--- src/rtl/smb_rf_pkg.sv ---
package smb_rf_pkg;

  typedef enum logic [2:0] {
    S_IDLE, S_RX, S_ACK, S_ACKHOLD, S_TX, S_MACK, S_LOAD
  } link_st_t;

  typedef enum logic [1:0] {
    P_ADDR, P_CMD, P_COUNT, P_DATA
  } phase_t;

  // reset value of each register
  function automatic logic [7:0] reg_default(input int idx);
    case (idx)
      0:       return 8'h40;
      1:       return 8'h7F;
      3:       return 8'hFF;
      5:       return 8'hDF;
      6:       return 8'h03;
      7:       return 8'h48;
      8:       return 8'h60;
      14:      return 8'h40;
      default: return 8'h00;
    endcase
  endfunction

  // bits that a host write may change
  function automatic logic [7:0] reg_wmask(input int idx, input int id_idx, input int strap_w);
    if (idx == id_idx) return 8'h00;
    if (idx == 0)      return 8'hFF << strap_w;
    return 8'hFF;
  endfunction

endpackage

--- src/rtl/smb_line_sync.sv ---
module smb_line_sync #(
  parameter int STAGES = 2
) (
  input  logic clk,
  input  logic rst_n,
  input  logic scl_in,
  input  logic sda_in,
  output logic scl_s,
  output logic sda_s,
  output logic scl_rise,
  output logic scl_fall,
  output logic start_det,
  output logic stop_det
);
  logic [STAGES:0] scl_p, sda_p;
  logic scl_q, sda_q;

  always_ff @(posedge clk or negedge rst_n) begin
    if (!rst_n) begin
      scl_p <= '1;
      sda_p <= '1;
    end else begin
      scl_p <= {scl_p[STAGES-1:0], scl_in};
      sda_p <= {sda_p[STAGES-1:0], sda_in};
    end
  end

  assign scl_s     = scl_p[STAGES-1];
  assign sda_s     = sda_p[STAGES-1];
  assign scl_q     = scl_p[STAGES];
  assign sda_q     = sda_p[STAGES];
  assign scl_rise  = scl_s & ~scl_q;
  assign scl_fall  = ~scl_s & scl_q;
  assign start_det = scl_s & scl_q & sda_q & ~sda_s;
  assign stop_det  = scl_s & scl_q & ~sda_q & sda_s;
endmodule

--- src/rtl/smb_link_ctrl.sv ---
module smb_link_ctrl import smb_rf_pkg::*; #(
  parameter logic [6:0] DEV_ADDR = 7'h69,
  parameter int         NUM_REGS = 15,
  parameter int         PTR_W    = 7
) (
  input  logic             clk,
  input  logic             rst_n,
  input  logic             scl_rise,
  input  logic             scl_fall,
  input  logic             start_det,
  input  logic             stop_det,
  input  logic             sda_s,
  input  logic [7:0]       rd_data,
  output logic [PTR_W-1:0] rd_addr,
  output logic             sda_oe,
  output logic             wr_en,
  output logic [PTR_W-1:0] wr_addr,
  output logic [7:0]       wr_data
);
  localparam logic [7:0] CNT_BYTE = 8'(NUM_REGS);

  link_st_t         st;
  phase_t           ph;
  logic [3:0]       bcnt;
  logic [7:0]       sh;
  logic [PTR_W-1:0] ptr;
  logic [7:0]       remain;
  logic             byte_mode, tx_mode, send_cnt;
  logic [7:0]       rx_byte, tx_byte;

  assign rx_byte = {sh[6:0], sda_s};
  assign rd_addr = ptr;

  always_comb tx_byte = send_cnt ? CNT_BYTE : rd_data;

  always_ff @(posedge clk or negedge rst_n) begin
    if (!rst_n) begin
      st <= S_IDLE;  ph <= P_ADDR;  bcnt <= '0;  sh <= '0;
      ptr <= '0;  remain <= '0;  byte_mode <= 1'b0;
      tx_mode <= 1'b0;  send_cnt <= 1'b0;  sda_oe <= 1'b0;
      wr_en <= 1'b0;  wr_addr <= '0;  wr_data <= '0;
    end else begin
      wr_en <= 1'b0;
      if (stop_det) begin
        st     <= S_IDLE;
        sda_oe <= 1'b0;
      end else if (start_det) begin
        st     <= S_RX;
        ph     <= P_ADDR;
        bcnt   <= '0;
        sda_oe <= 1'b0;
      end else begin
        case (st)
          S_RX: if (scl_rise) begin
            sh   <= rx_byte;
            bcnt <= bcnt + 4'd1;
            if (bcnt == 4'd7) begin
              st <= S_ACK;
              case (ph)
                P_ADDR: begin
                  if (rx_byte[7:1] == DEV_ADDR) begin
                    tx_mode  <= rx_byte[0];
                    send_cnt <= rx_byte[0] & ~byte_mode;
                    ph       <= P_CMD;
                  end else begin
                    st <= S_IDLE;
                  end
                end
                P_CMD: begin
                  byte_mode <= rx_byte[7];
                  ptr       <= rx_byte[7] ? rx_byte[6:0] : '0;
                  remain    <= 8'd1;
                  ph        <= rx_byte[7] ? P_DATA : P_COUNT;
                end
                P_COUNT: begin
                  remain <= rx_byte;
                  ph     <= P_DATA;
                end
                default: begin
                  if (remain != 8'd0) begin
                    wr_en   <= 1'b1;
                    wr_addr <= ptr;
                    wr_data <= rx_byte;
                    ptr     <= ptr + PTR_W'(1);
                    remain  <= remain - 8'd1;
                  end
                end
              endcase
            end
          end
          S_ACK: if (scl_fall) begin
            sda_oe <= 1'b1;
            st     <= S_ACKHOLD;
          end
          S_ACKHOLD, S_LOAD: if (scl_fall) begin
            if (tx_mode) begin
              sh     <= tx_byte;
              sda_oe <= ~tx_byte[7];
              st     <= S_TX;
              bcnt   <= '0;
              if (send_cnt) send_cnt <= 1'b0;
              else          ptr <= ptr + PTR_W'(1);
            end else begin
              sda_oe <= 1'b0;
              st     <= S_RX;
              bcnt   <= '0;
            end
          end
          S_TX: begin
            if (scl_rise) begin
              bcnt <= bcnt + 4'd1;
            end else if (scl_fall) begin
              if (bcnt == 4'd8) begin
                sda_oe <= 1'b0;
                st     <= S_MACK;
              end else begin
                sh     <= {sh[6:0], 1'b0};
                sda_oe <= ~sh[6];
              end
            end
          end
          S_MACK: if (scl_rise) st <= sda_s ? S_IDLE : S_LOAD;
          default: ;
        endcase
      end
    end
  end
endmodule

--- src/rtl/smb_reg_bank.sv ---
module smb_reg_bank import smb_rf_pkg::*; #(
  parameter int         NUM_REGS = 15,
  parameter int         STRAP_W  = 5,
  parameter int         ID_IDX   = 7,
  parameter logic [7:0] ID_BYTE  = 8'h48,
  parameter int         PTR_W    = 7
) (
  input  logic                  clk,
  input  logic                  rst_n,
  input  logic                  wr_en,
  input  logic [PTR_W-1:0]      wr_addr,
  input  logic [7:0]            wr_data,
  input  logic [PTR_W-1:0]      rd_addr,
  input  logic [STRAP_W-1:0]    strap,
  output logic [7:0]            rd_data,
  output logic [NUM_REGS*8-1:0] reg_q
);
  localparam int IDX_W = $clog2(NUM_REGS);

  logic [7:0] view [NUM_REGS];

  for (genvar k = 0; k < NUM_REGS; k++) begin : g_reg
    localparam logic [7:0] WM  = reg_wmask(k, ID_IDX, STRAP_W);
    localparam logic [7:0] DEF = reg_default(k);
    logic [7:0] ro_val, stor;

    if (k == ID_IDX) begin : g_id
      assign ro_val = ID_BYTE;
    end else if (k == 0) begin : g_strap
      assign ro_val = 8'(strap);
    end else begin : g_none
      assign ro_val = 8'h00;
    end

    if (WM != 8'h00) begin : g_rw
      always_ff @(posedge clk or negedge rst_n) begin
        if (!rst_n)
          stor <= DEF & WM;
        else if (wr_en && wr_addr == PTR_W'(k))
          stor <= wr_data & WM;
      end
    end else begin : g_ro
      assign stor = 8'h00;
    end

    assign view[k]           = (stor & WM) | (ro_val & ~WM);
    assign reg_q[k*8 +: 8]   = view[k];
  end

  always_comb begin
    if (int'(rd_addr) < NUM_REGS) rd_data = view[rd_addr[IDX_W-1:0]];
    else                          rd_data = 8'h00;
  end
endmodule

--- src/rtl/smb_regfile_slave.sv ---
module smb_regfile_slave #(
  parameter int         NUM_REGS    = 15,
  parameter logic [6:0] DEV_ADDR    = 7'h69,
  parameter int         ID_IDX      = 7,
  parameter logic [7:0] ID_BYTE     = 8'h48,
  parameter int         STRAP_W     = 5,
  parameter int         SYNC_STAGES = 2
) (
  input  logic                  clk,
  input  logic                  rst_n,
  input  logic                  scl_in,
  input  logic                  sda_in,
  output logic                  sda_oe,
  input  logic [STRAP_W-1:0]    strap_fs,
  output logic [NUM_REGS*8-1:0] reg_q
);
  localparam int PTR_W = 7;

  logic             scl_s, sda_s, scl_rise, scl_fall, start_det, stop_det;
  logic             wr_en;
  logic [PTR_W-1:0] wr_addr, rd_addr;
  logic [7:0]       wr_data, rd_data;

  smb_line_sync #(.STAGES(SYNC_STAGES)) u_sync (
    .clk(clk), .rst_n(rst_n), .scl_in(scl_in), .sda_in(sda_in),
    .scl_s(scl_s), .sda_s(sda_s), .scl_rise(scl_rise), .scl_fall(scl_fall),
    .start_det(start_det), .stop_det(stop_det)
  );

  smb_link_ctrl #(.DEV_ADDR(DEV_ADDR), .NUM_REGS(NUM_REGS), .PTR_W(PTR_W)) u_link (
    .clk(clk), .rst_n(rst_n), .scl_rise(scl_rise), .scl_fall(scl_fall),
    .start_det(start_det), .stop_det(stop_det), .sda_s(sda_s),
    .rd_data(rd_data), .rd_addr(rd_addr), .sda_oe(sda_oe),
    .wr_en(wr_en), .wr_addr(wr_addr), .wr_data(wr_data)
  );

  smb_reg_bank #(.NUM_REGS(NUM_REGS), .STRAP_W(STRAP_W), .ID_IDX(ID_IDX),
                 .ID_BYTE(ID_BYTE), .PTR_W(PTR_W)) u_bank (
    .clk(clk), .rst_n(rst_n), .wr_en(wr_en), .wr_addr(wr_addr),
    .wr_data(wr_data), .rd_addr(rd_addr), .strap(strap_fs),
    .rd_data(rd_data), .reg_q(reg_q)
  );

  wire unused_ok = &{1'b0, scl_s};
endmodule

--- config.mk ---
export PLATFORM = sky130hd
export DESIGN_NAME = smb_regfile_slave
export DESIGN_NICKNAME = d
export VERILOG_FILES = /design/src/rtl/smb_rf_pkg.sv /design/src/rtl/smb_line_sync.sv /design/src/rtl/smb_link_ctrl.sv /design/src/rtl/smb_reg_bank.sv /design/src/rtl/smb_regfile_slave.sv
export SDC_FILE = /design/constraint.sdc
export NUM_CORES = 1
export LEC_CHECK = 0
export ABC_AREA = 1
export BUFFER_PORTS_ARGS = -buffer_cell sky130_fd_sc_hd__clkbuf_2
export CAP_MARGIN = 10
export CORE_MARGIN = 4
export CORE_UTILIZATION = 40
export DETAILED_ROUTE_END_ITERATION = 6
export PLACE_DENSITY_LB_ADDON = 0.15
export SETUP_SLACK_MARGIN = 0.1
export SLEW_MARGIN = 20
export SYNTH_ARGS = -nofsm -noshare
export SYNTH_HDL_FRONTEND = slang
export SYNTH_HIERARCHICAL = 1
export SYNTH_SLANG_ARGS = --single-unit
--- constraint.sdc ---
create_clock -name clk -period 4.55 [get_ports clk]
set_input_delay 0.6825 -clock clk [delete_from_list [all_inputs] [get_ports clk]]
set_output_delay 0.6825 -clock clk [all_outputs]
set_load 0.05 [all_outputs]
== After elaboration in Yosys (flattened, before gate mapping) ==
Cells that the tools add are included.

* Flip-flop bits (word level): 164
* Latch bits: 0
* Bits in writable memories: 0
* ROM bits: 0
* Bits of input ports: 9
* Output and inout port bits: 121
* Word-level logic and storage cells: 216
* Memories kept: 0

* $add $sub $neg: 3
* Multipliers: 0
* Divide/modulo/power cells: 0
* Order comparisons: 2
* Equal/unequal tests: 47
* Shift operators: 0
* Multiplexer cells: 72
* Bitwise gates (word level): 21
* Reduce and logical (&&, ||, !) cells: 42

{| class="wikitable"
|+ Operator list
! cell !! count
|-
| 2-to-1 mux 7 bit || 13
|-
| == test 7 x 4 -> 1 bit, second input constant || 7
|-
| 2-to-1 mux 8 bit || 5
|-
| 2-to-1 mux 3 bit || 13
|-
| binary-select mux 8 bit (select 4 bit) || 1
|-
| one-hot mux 7 bit (2 select lines) || 2
|-
| AND reduction 9 bit || 3
|-
| inequality test 4 bit, second input constant || 6
|-
| one-hot mux 8 bit (3 select lines) || 1
|-
| 2-to-1 mux 1 bit || 22
|-
| == test 7 x 3 -> 1 bit, second input constant || 3
|-
| one-hot mux 7 bit (3 select lines) || 1
|-
| AND reduction 7 bit || 3
|-
| one-hot mux 3 bit (5 select lines) || 1
|-
| == test 7 x 2 -> 1 bit, second input constant || 2
|-
| logical AND 1 bit || 14
|-
| inequality test 2 bit, second input constant || 7
|-
| 2-to-1 mux 2 bit || 6
|-
| 2-to-1 mux 4 bit || 3
|-
| AND reduction 6 bit || 2
|-
| NOT 1 bit || 11
|-
| AND reduction 10 bit || 1
|-
| == test 3 bit, second input constant || 3
|-
| nonzero test 3 bit || 3
|-
| other kinds (36) || 54
|}

== Longest topological paths before layout ==
Gate-level depths: netlist of run 1.

* Depth after elaboration: 12
* Depth in mapped cells: 16
* Depth with buffers taken out: 14

== Cells and area by module ==
The synthesis of run 1 kept the hierarchy.

{| class="wikitable"
|+ Modules (own cells, without submodules)
! module !! times used !! cells an instance !! area each (sq um) !! sequential area each (sq um)
|-
| smb_reg_bank || 1 || 766 || 5572.8 || 2712.6
|-
| smb_link_ctrl || 1 || 461 || 3288.2 || 1276.2
|-
| smb_line_sync || 1 || 17 || 198.9 || 157.7
|}

== Least setup slack after synthesis of run 1 ==
OpenSTA, ideal clock, no wires.

* Path type: register to register
* From: register u_sync.sda_p[1]
* To: register u_link.remain[5]
* Setup time: 0.116 ns
* Arrival time: 1.652 ns
* Required time: 4.434 ns
* Slack: 2.782 ns
* Cell stages (with the launch flop): 13
* Buffers on the path: 1
* Period minus slack after synthesis: 1.768 ns
* Cell sequence: dfstp_2 inv_1 nand2_1 nor2_1 buf_2 nor2_4 nand2_1 nor3_2 nand2_2 clkinv_2 nand2_1 nand2_1 nand2_1

* Longest elaborated chain between the ends: 4

{| class="wikitable"
|+ RTL lines
! element !! RTL line !! source
|-
| from (decl) || smb_line_sync.sv:15 || <nowiki>logic [STAGES:0] scl_p, sda_p;</nowiki>
|-
| from (signal assigned) || smb_line_sync.sv:24 || <nowiki>sda_p <= {sda_p[STAGES-1:0], sda_in};</nowiki>
|-
| NOT 1 bit || smb_line_sync.sv:34 || <nowiki>assign start_det = scl_s & scl_q & sda_q & ~sda_s;</nowiki>
|-
| bitwise AND 1 bit || smb_line_sync.sv:34 ||
|-
| net start_det || smb_regfile_slave.sv:19 || <nowiki>logic scl_s, sda_s, scl_rise, scl_fall, start_det, stop_det;</nowiki>
|-
| NOT 1 bit (no source line) || n/a ||
|-
| AND reduction 7 bit (no source line) || n/a ||
|-
| to (signal assigned) || smb_link_ctrl.sv:76 || <nowiki>remain <= rx_byte;</nowiki>
|-
| to (signal assigned) || smb_link_ctrl.sv:85 || <nowiki>remain <= remain - 8'd1;</nowiki>
|-
| to (decl) || smb_link_ctrl.sv:27 || <nowiki>logic [7:0] remain;</nowiki>
|}

The timed path passes the listed nets, and every way through them passes these cells.
A chain may end at the register's enable or synchronous reset.

== Final worst setup path of run 1 ==
* From: register u_sync.scl_p[1]
* To: register u_link.wr_addr[2]

* Longest elaborated chain between the ends: 5

{| class="wikitable"
|+ RTL lines
! element !! RTL line !! source
|-
| from (decl) || smb_line_sync.sv:15 ||
|-
| from (signal assigned) || smb_line_sync.sv:23 || <nowiki>scl_p <= {scl_p[STAGES-1:0], scl_in};</nowiki>
|-
| bitwise AND 1 bit (3 in a row) || smb_line_sync.sv:34 ||
|-
| net start_det || smb_regfile_slave.sv:19 ||
|-
| NOT 1 bit (no source line) || n/a ||
|-
| AND reduction 7 bit (no source line) || n/a ||
|-
| to (signal assigned) || smb_link_ctrl.sv:82 || <nowiki>wr_addr <= ptr;</nowiki>
|-
| to (decl) || smb_link_ctrl.sv:17 || <nowiki>output logic [PTR_W-1:0] wr_addr,</nowiki>
|}

The timed path passes the listed nets, and every way through them passes these cells.

==> qor.yml, run 1 <==
outcome: "completed"
crit_fanout: 27
worst_pin_slew_ps: 945
ctsRootBufferMaster: "clkbuf_16"
multiInputGateArea_um2: 4010
synth.distinct_cells: 39
design_area_um2: 10300
regArea_um2: 4150
yosysTopAreaCell: "dfrtp_1"
cts_tree: "yes"
drt_wl_total_mm: 26.7
leakage_nw: 5.20
syn_avg_cell_area_um2: 7.28
crit_type: "reg -> reg"
min_period_ps: 2450
rows: 54
startpoint_type: "register"
start_util_pct: 41.1
grt_first_pass_wirelength_mm: 41.8
setup_viol: 0
hp-start: "scl_in"
cts.path.max_buffers: 2
ctsResizeCount: 0
ff2ff_setup_slack_ps: 2100
syn2layout_area_growth_pct: 13.7
worstHoldPathType: "in -> reg"
worstHoldEndpoint: "u_sync/scl_p[0]"
fin_nets: 1351
dr_total_vias: 8185
remaining_drc_errors: 0
die-area_um2: 25100
r2r_start: "u_sync/scl_p[1]"
io_pins: 130
period_share_pct: 53.9
hpwl_mm: 18.9
slew_violations: 0
slowest_delay_ps: 550
seq_area_frac_synth_pct: 45.8
relSlewSlack_pct: 37.0
syn-cell-area_um2: 9060
numClockSinks: 164
pwr-share-comb_pct: 31.4
p_int_mw: 2.71
vias_per_cell: 5.03
max_freq_ghz: 0.408
rsz0062_at_grt: "no"
first_pass_iters: 5
crit_required_ps: 4870
grt_usage_pct: 21.4
ant_nets: 0
grt_pass1_vias: 7527
path_common_cell: "nand2_1"
grt_max_degree: 101
yosysWarnings: 6
clk_pin_slew_ps: 70
antenna_found_initial: 0
hold_violations: 0
path_cells: "nand2_1 > nor2_1 > nor2_4 > nand2_1 > nor2_2 > nand2_2 > inv_1 > nand2_1 > nand2_1"
ff2ff_path_depth: 9
cts_hold_buffers: 0
postCtsSetupRepairBufs: 0
layout_commonest_cell: "nand2_1"
final_cell_mix: "nand2_1 (433), inv_1 (139), o21ai_0 (139)"
portBuffers: 121
cp.arrival_ps: 2770
reg2reg_to: "u_link/wr_addr[2]"
clkPwrFrac_pct: 32.0
ys_top_cells_by_area: "dfrtp_1 (36%), nand2_1 (18%), dfstp_2 (9.9%), o21ai_0 (7.7%), nand3_1 (5.9%)"
avgRoutedWirePerCell_um: 16.4
powerDensity_nw_per_um2: 437
maxCapViolCount: 0
cp_slowest_cell: "dfstp_2"
max-vdd-ir-drop_mv: 0.266
gr-total-overflow: 0
netlist_instances: 1244
fp.dieW_um: 159
clk_latency_ps: 430
synth_top_area_share_pct: 35.9
drt_iter0_markers: 700
cts_max_level: 4
p_sw_mw: 1.79
final.setup_skew_ps: 12.5
netSwitchingFraction_pct: 39.7
gp_congestion: 0.884
placed_area_um2: 9710
cts_buffers: 17
layout-drive-gt1-share_pct: 18.1
ys_seq_elements: 164
seqPwrFrac_pct: 36.6
antennaDiodeCount: 0
worst_hold_slack_ps: 330
fillers: 2281
die_h_um: 159
fp.coreArea_um2: 22000
hold-path-cell-count: 1
endpoint_kind: "register"
fin_setup_tns_ps: 0
==> worst max-delay path, delay by kind of cell (launching register included) <==
family	cells	cell delay (ps)
buf+inv	1	200
simple gates	8	1570
flops	1	550
==> logic make-up after synthesis <==
family | Yosys count | synth area share (%)
buffers and inverters | 209 | 10.2
xor gates and xnor gates | 4 | 0.387
AOI/OAI and AO/OA | 181 | 11.0
other | 2 | 0.0829
DFF | 164 | 45.8
and+or+nand+nor | 675 | 31.3
adders and majority gates | 9 | 1.24
==> worst max path at each step <==
stage                            startpoint                end  slack (ps)  cells past startpoint
final                       u_sync/scl_p[1]  u_link/wr_addr[2]        2100                      9
after CTS                   u_sync/scl_p[1]  u_link/wr_addr[2]        2100                      9
after global routing      u_link/rd_addr[0]       u_link/sh[3]        1880                     12
after floorplan             u_sync/sda_p[1]   u_link/remain[5]        2780                     12
after global placement      u_sync/scl_p[1]  u_link/wr_addr[2]        2170                      9
after detailed placement    u_sync/scl_p[1]  u_link/wr_addr[4]        2110                      9
==> synth_stat cells, drive strengths merged <==
master	count
clkbuf	17
dfrtp	130
nor3	7
o21ai	167
clkinv	3
ha	9
nand3	107
o22ai	2
nor2	107
nor4	2
conb	2
nand4	5
xor2	3
nand2	446
a221oi	1
a31oi	2
xnor2	1
buf	43
nor3b	1
a21oi	8
dfstp	34
inv	146
o32ai	1
==> area by class of cell <==
cell class | instances | area share, %
tap | 280 | 3.40
clock inverter | 14 | 1.42
clock buffer | 18 | 4.26
multi-input combinational | 877 | 38.9
sequential | 164 | 40.3
inverter | 149 | 5.45
timing repair buffer | 124 | 6.28
==> per-layer routing <==
layer | routed length [um] | global-route usage, % | vias to the layer above
met3 | 1350 | 2.85 | 43
met5 | 0 | 0 | -
met4 | 690 | 7.51 | 0
li1 | - | - | 4065
met2 | 12500 | 34.7 | 257
met1 | 12200 | 29.6 | 3820
==> state kept, by name, indices dropped and copies added, names as in the netlist, 2 cells and up <==
name	flops
u_link/wr_addr	7
u_link/rd_addr	7
u_link/st	3
u_bank/g.stor	107
u_link/bcnt	4
u_sync/scl_p	3
u_sync/sda_p	3
u_link/wr_data	8
u_link/ph	2
u_link/remain	8
u_link/sh	7
==> through the flow <==
| stage | util, % | setup slack, ps | std cells | power [mW] |
|---|---|---|---|---|
| global route | 46.8 | 1880 | 1626 | 4.79 |
| floorplan | - | 2780 | 1250 | 2.69 |
| detailed placement | 44.1 | 2110 | 1594 | 3.06 |
| finish | 46.8 | 2100 | 1626 | 4.50 |
| CTS | 46.8 | 2100 | 1626 | 4.52 |
| global placement | 44.1 | 2170 | 1594 | 3.06 |
==> power by group through the flow <==
stage	clock (mW)	sequential [mW]	combinational [mW]
2_1_floorplan	0	1.64	1.05
3_3_place_gp	0	1.67	1.39
4_1_cts	1.47	1.64	1.40
5_1_grt	1.53	1.66	1.60
6_report	1.44	1.64	1.41
3_5_place_dp	0	1.67	1.39
No activity file was read; power rests on OpenSTA's default activity.
==> run 2, diff against run 1 <==
- clock period: 4.55 -> 2.1 ns (I/O delays scaled with it)
==> run 2 against run 1 <==
Setup slack lost 1900 ps. Power grew 130%. Utilization grew 1.9 points. Combinational power grew 140%. Non-clock buffer count grew 29. Final area grew 4.1%. Routed wire length grew 3.1%. Clock power grew 130%. Largest cell class unchanged.
==> qor.yml, run 2 (synthesized netlist as in run 1, its figures left out) <==
outcome: "completed"
period_share_pct: 90.6
powerDensity_nw_per_um2: 971
worst_pin_slew_ps: 696
reg_top3: "u_bank/g.stor: 107 flops, u_link/remain: 8 flops, u_link/wr_data: 8 flops"
maxCapViolCount: 0
max-vdd-ir-drop_mv: 0.524
hpwl_mm: 19.7
first_pass_iters: 6
die-area_um2: 25100
gp_congestion: 0.882
worst_hold_slack_ps: 356
drt_wl_total_mm: 27.6
grt_usage_pct: 21.9
start_util_pct: 41.1
setup_viol: 0
portBuffers: 121
fin_nets: 1380
cp.arrival_ps: 2270
gr-total-overflow: 0
antennaDiodeCount: 0
ctsRootBufferMaster: "clkbuf_16"
vias_per_cell: 5.05
final_cell_mix: "nand2_1 (433), o21ai_0 (139), inv_1 (138)"
min_period_ps: 1900
fp.dieW_um: 159
dr_total_vias: 8351
relSlewSlack_pct: 53.6
remaining_drc_errors: 0
rsz0062_at_grt: "yes"
crit_required_ps: 2460
grt_pass1_vias: 7811
ant_nets: 0
startpoint_type: "register"
largest_reg_flops: 107
grt_max_degree: 50
cts_tree: "yes"
cts.path.max_buffers: 2
layout_commonest_cell: "nand2_1"
cts_max_level: 4
slew_violations: 0
endpoint_kind: "register"
die_h_um: 159
fp.coreArea_um2: 22000
clk_latency_ps: 430
numClockSinks: 164
max_freq_ghz: 0.526
cts_buffers: 17
hold_violations: 0
antenna_found_initial: 0
avgRoutedWirePerCell_um: 16.7
crit_type: "reg -> reg"
drt_iter0_markers: 683
io_pins: 130
top_register: "u_bank/g.stor"
leakage_nw: 5.40
clk_pin_slew_ps: 70
grt_first_pass_wirelength_mm: 43.0
syn2layout_area_growth_pct: 18.4
worstHoldPathType: "reg -> reg"
final.setup_skew_ps: 9.41
rows: 54
fin_setup_tns_ps: 0
layout-drive-gt1-share_pct: 20.1
crit_fanout: 19
-- run 2: cell count changes in the layout (fill, tap and decap cells not counted), sizes merged --
cell and change:
buf +23, clkinv -4, clkbuf +3, dlygate4sd3 +3, bufinv +2, inv +2
-- run 2: repair_timing --
action                                 CTS  global route
endpoints found under the hold margin   27             0
hold buffers                             3             0
pin swaps                                0             1
gates resized for setup                  2            15
setup endpoints to repair                5            12
gates cloned                             0             3
setup buffers                            0             1
-- run 2: area by class of cell --
cell class / count / area, um^2
Clock buffer: 18 / 439
Clock inverter: 14 / 189
Fill cell: 2216 / 11300
Inverter: 149 / 577
Multi-Input combinational cell: 877 / 4030
Sequential cell: 164 / 4150
Tap cell: 280 / 350
Timing Repair Buffer: 153 / 987
-- run 2: worst max-delay path, stage by stage, from the launching register on --
cell	delay, ps
dfrtp_2	500
inv_8	80
clkbuf_16	190
nand2_1	60
nand3_1	80
nand2_1	90
nand2_1	50
nor2_1	150
nor2_1	70
nor2_1	180
nand3_1	100
o21ai_0	90
nand3_1	110
nand2_1	100
-- run 2: report_power, final --
| part | internal [mW] | switching (mW) | total, mW |
|---|---|---|---|
| Sequential | 3.33 | 0.270 | 3.60 |
| Clock | 1.94 | 1.42 | 3.37 |
| Combinational | 1.13 | 2.31 | 3.45 |
-- run 2: path summary, 6_finish.rpt --
kind,start,endpoint,slack [ps],cells after the start
min in group asynchronous,rst_n,u_bank/g_reg[4].stor[1],400,2
hold reg to reg,u_sync/sda_p[0],u_sync/sda_p[1],360,0
setup reg to reg,u_link/rd_addr[0],u_link/sh[4],200,13
hold / removal,u_sync/sda_p[0],u_sync/sda_p[1],360,0
max in group asynchronous,rst_n,u_bank/g_reg[14].stor[6],1040,3
setup / recovery,u_link/rd_addr[0],u_link/sh[4],200,13
-- run 2: routing by layer --
layer	vias to the layer above	track usage, %	share of wire (%)
met4	0	5.16	1.2
met3	20	2.96	4.8
met1	3949	30.6	46
met2	253	36.3	48
met5	-	0	0
li1	4129	-	-
-- run 2: stage by stage --
stage	utilization [%]	std cells	power, mW	setup slack, ps	cell area (um^2)
floorplan	-	1250	5.82	332	9080
global placement	45.1	1616	6.80	60.2	9940
detailed placement	45.1	1616	6.82	76.1	9940
CTS	48.1	1651	10.2	122	10600
global route	48.7	1655	11.0	85.0	10700
finish	48.7	1655	10.4	197	10700
==> run 3, diff against run 2 <==
- BUFFER_PORTS_ARGS: -buffer_cell sky130_fd_sc_hd__clkbuf_2 -> -buffer_cell sky130_fd_sc_hd__buf_2
- CELL_PAD_IN_SITES_DETAIL_PLACEMENT: not set -> 1
- CELL_PAD_IN_SITES_GLOBAL_PLACEMENT: not set -> 2
- CORE_UTILIZATION: 40 -> 30
- clock period: 2.1 -> 1.5 ns (I/O delays scaled with it)
==> run 3 against run 2 <==
The run now ends with setup timing left. Hold slack worse by 120 ps. Fmax is 0.86% higher. Flip-flop and latch count stayed put. Cell count is 24% higher. Global-route usage is 1.8 points higher. Critical path type unchanged. Highest routed layer unchanged.
==> qor.yml, run 3 (synthesized netlist as in run 1, its figures left out) <==
wl_met2_mm: 21.1
leakage_nw: 7.82
cp.arrival_ps: 2200
drt_iter0_markers: 562
portBuffers: 121
cp_top_family: "simple AND/OR/NAND/NOR gates"
gp_congestion: 0.859
maxCapViolCount: 0
path_common_cell: "nor2_4"
setup_viol: 155
rows: 63
die-area_um2: 33000
wl_met1_mm: 17.1
slew_violations: 0
final.setup_skew_ps: 13.7
cts_buffers: 17
outcome: "finished with violations"
max_freq_ghz: 0.530
reg2reg_to: "u_link/rd_addr[1]"
cts_max_level: 4
largest_reg_flops: 107
worstHoldPathType: "in -> async"
drt_wl_total_mm: 40.5
crit_required_ps: 1820
hold_violations: 0
dp_cells: 1931
endpoint_kind: "register"
path_cells: "inv_2 > nand2_2 > nor2_4 > buf_6 > nor2_4 > buf_6 > nand3_4 > nor2_4 > nand2_4 > buf_12 > nand2_2 > nand2_1"
clk_latency_ps: 440
antennaDiodeCount: 0
post-place-ws_ps: -544
r2r_start: "u_sync/sda_p[1]"
die_h_um: 182
grt_max_degree: 45
top_register: "u_bank/g.stor"
worst_slack_ps: -386
slowest_delay_ps: 570
fillers: 3411
layout_commonest_cell: "nand2_1"
fin_setup_tns_ps: -26160
ctsRootBufferMaster: "clkbuf_16"
period_share_pct: 126
ant_nets: 0
clk_pin_slew_ps: 70
layout-drive-gt1-share_pct: 52.7
grt_usage_pct: 23.7
final_cells: 2047
numClockSinks: 164
wl_met3_mm: 1.19
rsz0062_at_grt: "yes"
hpwl_mm: 26.8
grt_first_pass_wirelength_mm: 61.3
fin_nets: 1662
violations: "setup timing"
min_period_ps: 1890
first_pass_iters: 4
vias_per_cell: 4.84
startpoint_type: "register"
dr_total_vias: 9912
grt_pass1_vias: 10600
remaining_drc_errors: 0
routed.top_layer: "met4"
crit_type: "reg -> reg"
crit_fanout: 5
finalCoreUtilization_pct: 53.9
max-vdd-ir-drop_mv: 0.846
io_pins: 130
ff2ff_setup_slack_ps: -390
final_cell_mix: "nand2_1 (243), buf_4 (210), inv_1 (131)"
ff2ff_path_depth: 12
fp.dieW_um: 182
powerDensity_nw_per_um2: 1070
reg_top3: "u_bank/g.stor: 107 flops, u_link/remain: 8 flops, u_link/wr_data: 8 flops"
fp.coreArea_um2: 29700
syn2layout_area_growth_pct: 76.9
worst-path-buf-inv: 4
cts.path.max_buffers: 2
antenna_found_initial: 0
cts_tree: "yes"
gr-total-overflow: 0
avgRoutedWirePerCell_um: 19.8
start_util_pct: 30.5
critPathLaunch: "u_sync/sda_p[1]"
cp_slowest_cell: "dfstp_2"
==> run 3: worst max path at each step <==
| stage | endpoint | slack (ps) | cells after the start |
|---|---|---|---|
| final | u_link/rd_addr[1] | -390 | 12 |
| after CTS | u_link/sda_oe | -340 | 14 |
| after global routing | u_link/sh[6] | -500 | 14 |
| after global placement | u_link/sda_oe | -480 | 13 |
| after detailed placement | u_link/sda_oe | -540 | 12 |
| after floorplan | u_link/wr_addr[0] | -210 | 11 |
==> run 3: timing repair <==
action,CTS,global route
endpoints found under the hold margin,141,0
endpoints found under the setup margin,223,238
hold buffers,3,0
gates resized for setup,559,365
gates cloned,19,1
setup buffers,43,25
pin swaps,82,78
==> run 3: routing by layer <==
layer	vias to the layer above	global-route usage, %
li1	4719	-
met1	4973	29.6
met2	168	42.2
met3	52	3.04
met4	0	8.23
met5	-	0
==> run 3: stage by stage <==
| step | area, um^2 | power [mW] | hold slack, ps |
|---|---|---|---|
| CTS | 14600 | 16.8 | 220 |
| finish | 16000 | 17.1 | 238 |
| floorplan | 9210 | 8.40 | -70.6 |
| global placement | 11800 | 10.7 | 119 |
| global route | 16000 | 18.1 | 245 |
| detailed placement | 11800 | 10.7 | 117 |
==> run 3: final cells by class <==
class                   instances  area (um^2)  share of cell area, %
inverters                     149          619                   3.87
flip-flops and latches        164         4160                   25.9
multi-input cells             877         5640                   35.2
repair buffers                430         4410                   27.5
clock inverters                11          175                   1.09
well taps                     390          488                   3.05
clock buffers                  21          470                   2.94
repair inverters                5         63.8                  0.398
==> run 3: power by group <==
part           internal, mW  leakage (nW)  switching (mW)
clock                  2.94         0.310            1.97
sequential             4.66          2.14           0.275
combinational          2.86          5.37            4.42
total                  10.5          7.82            6.66
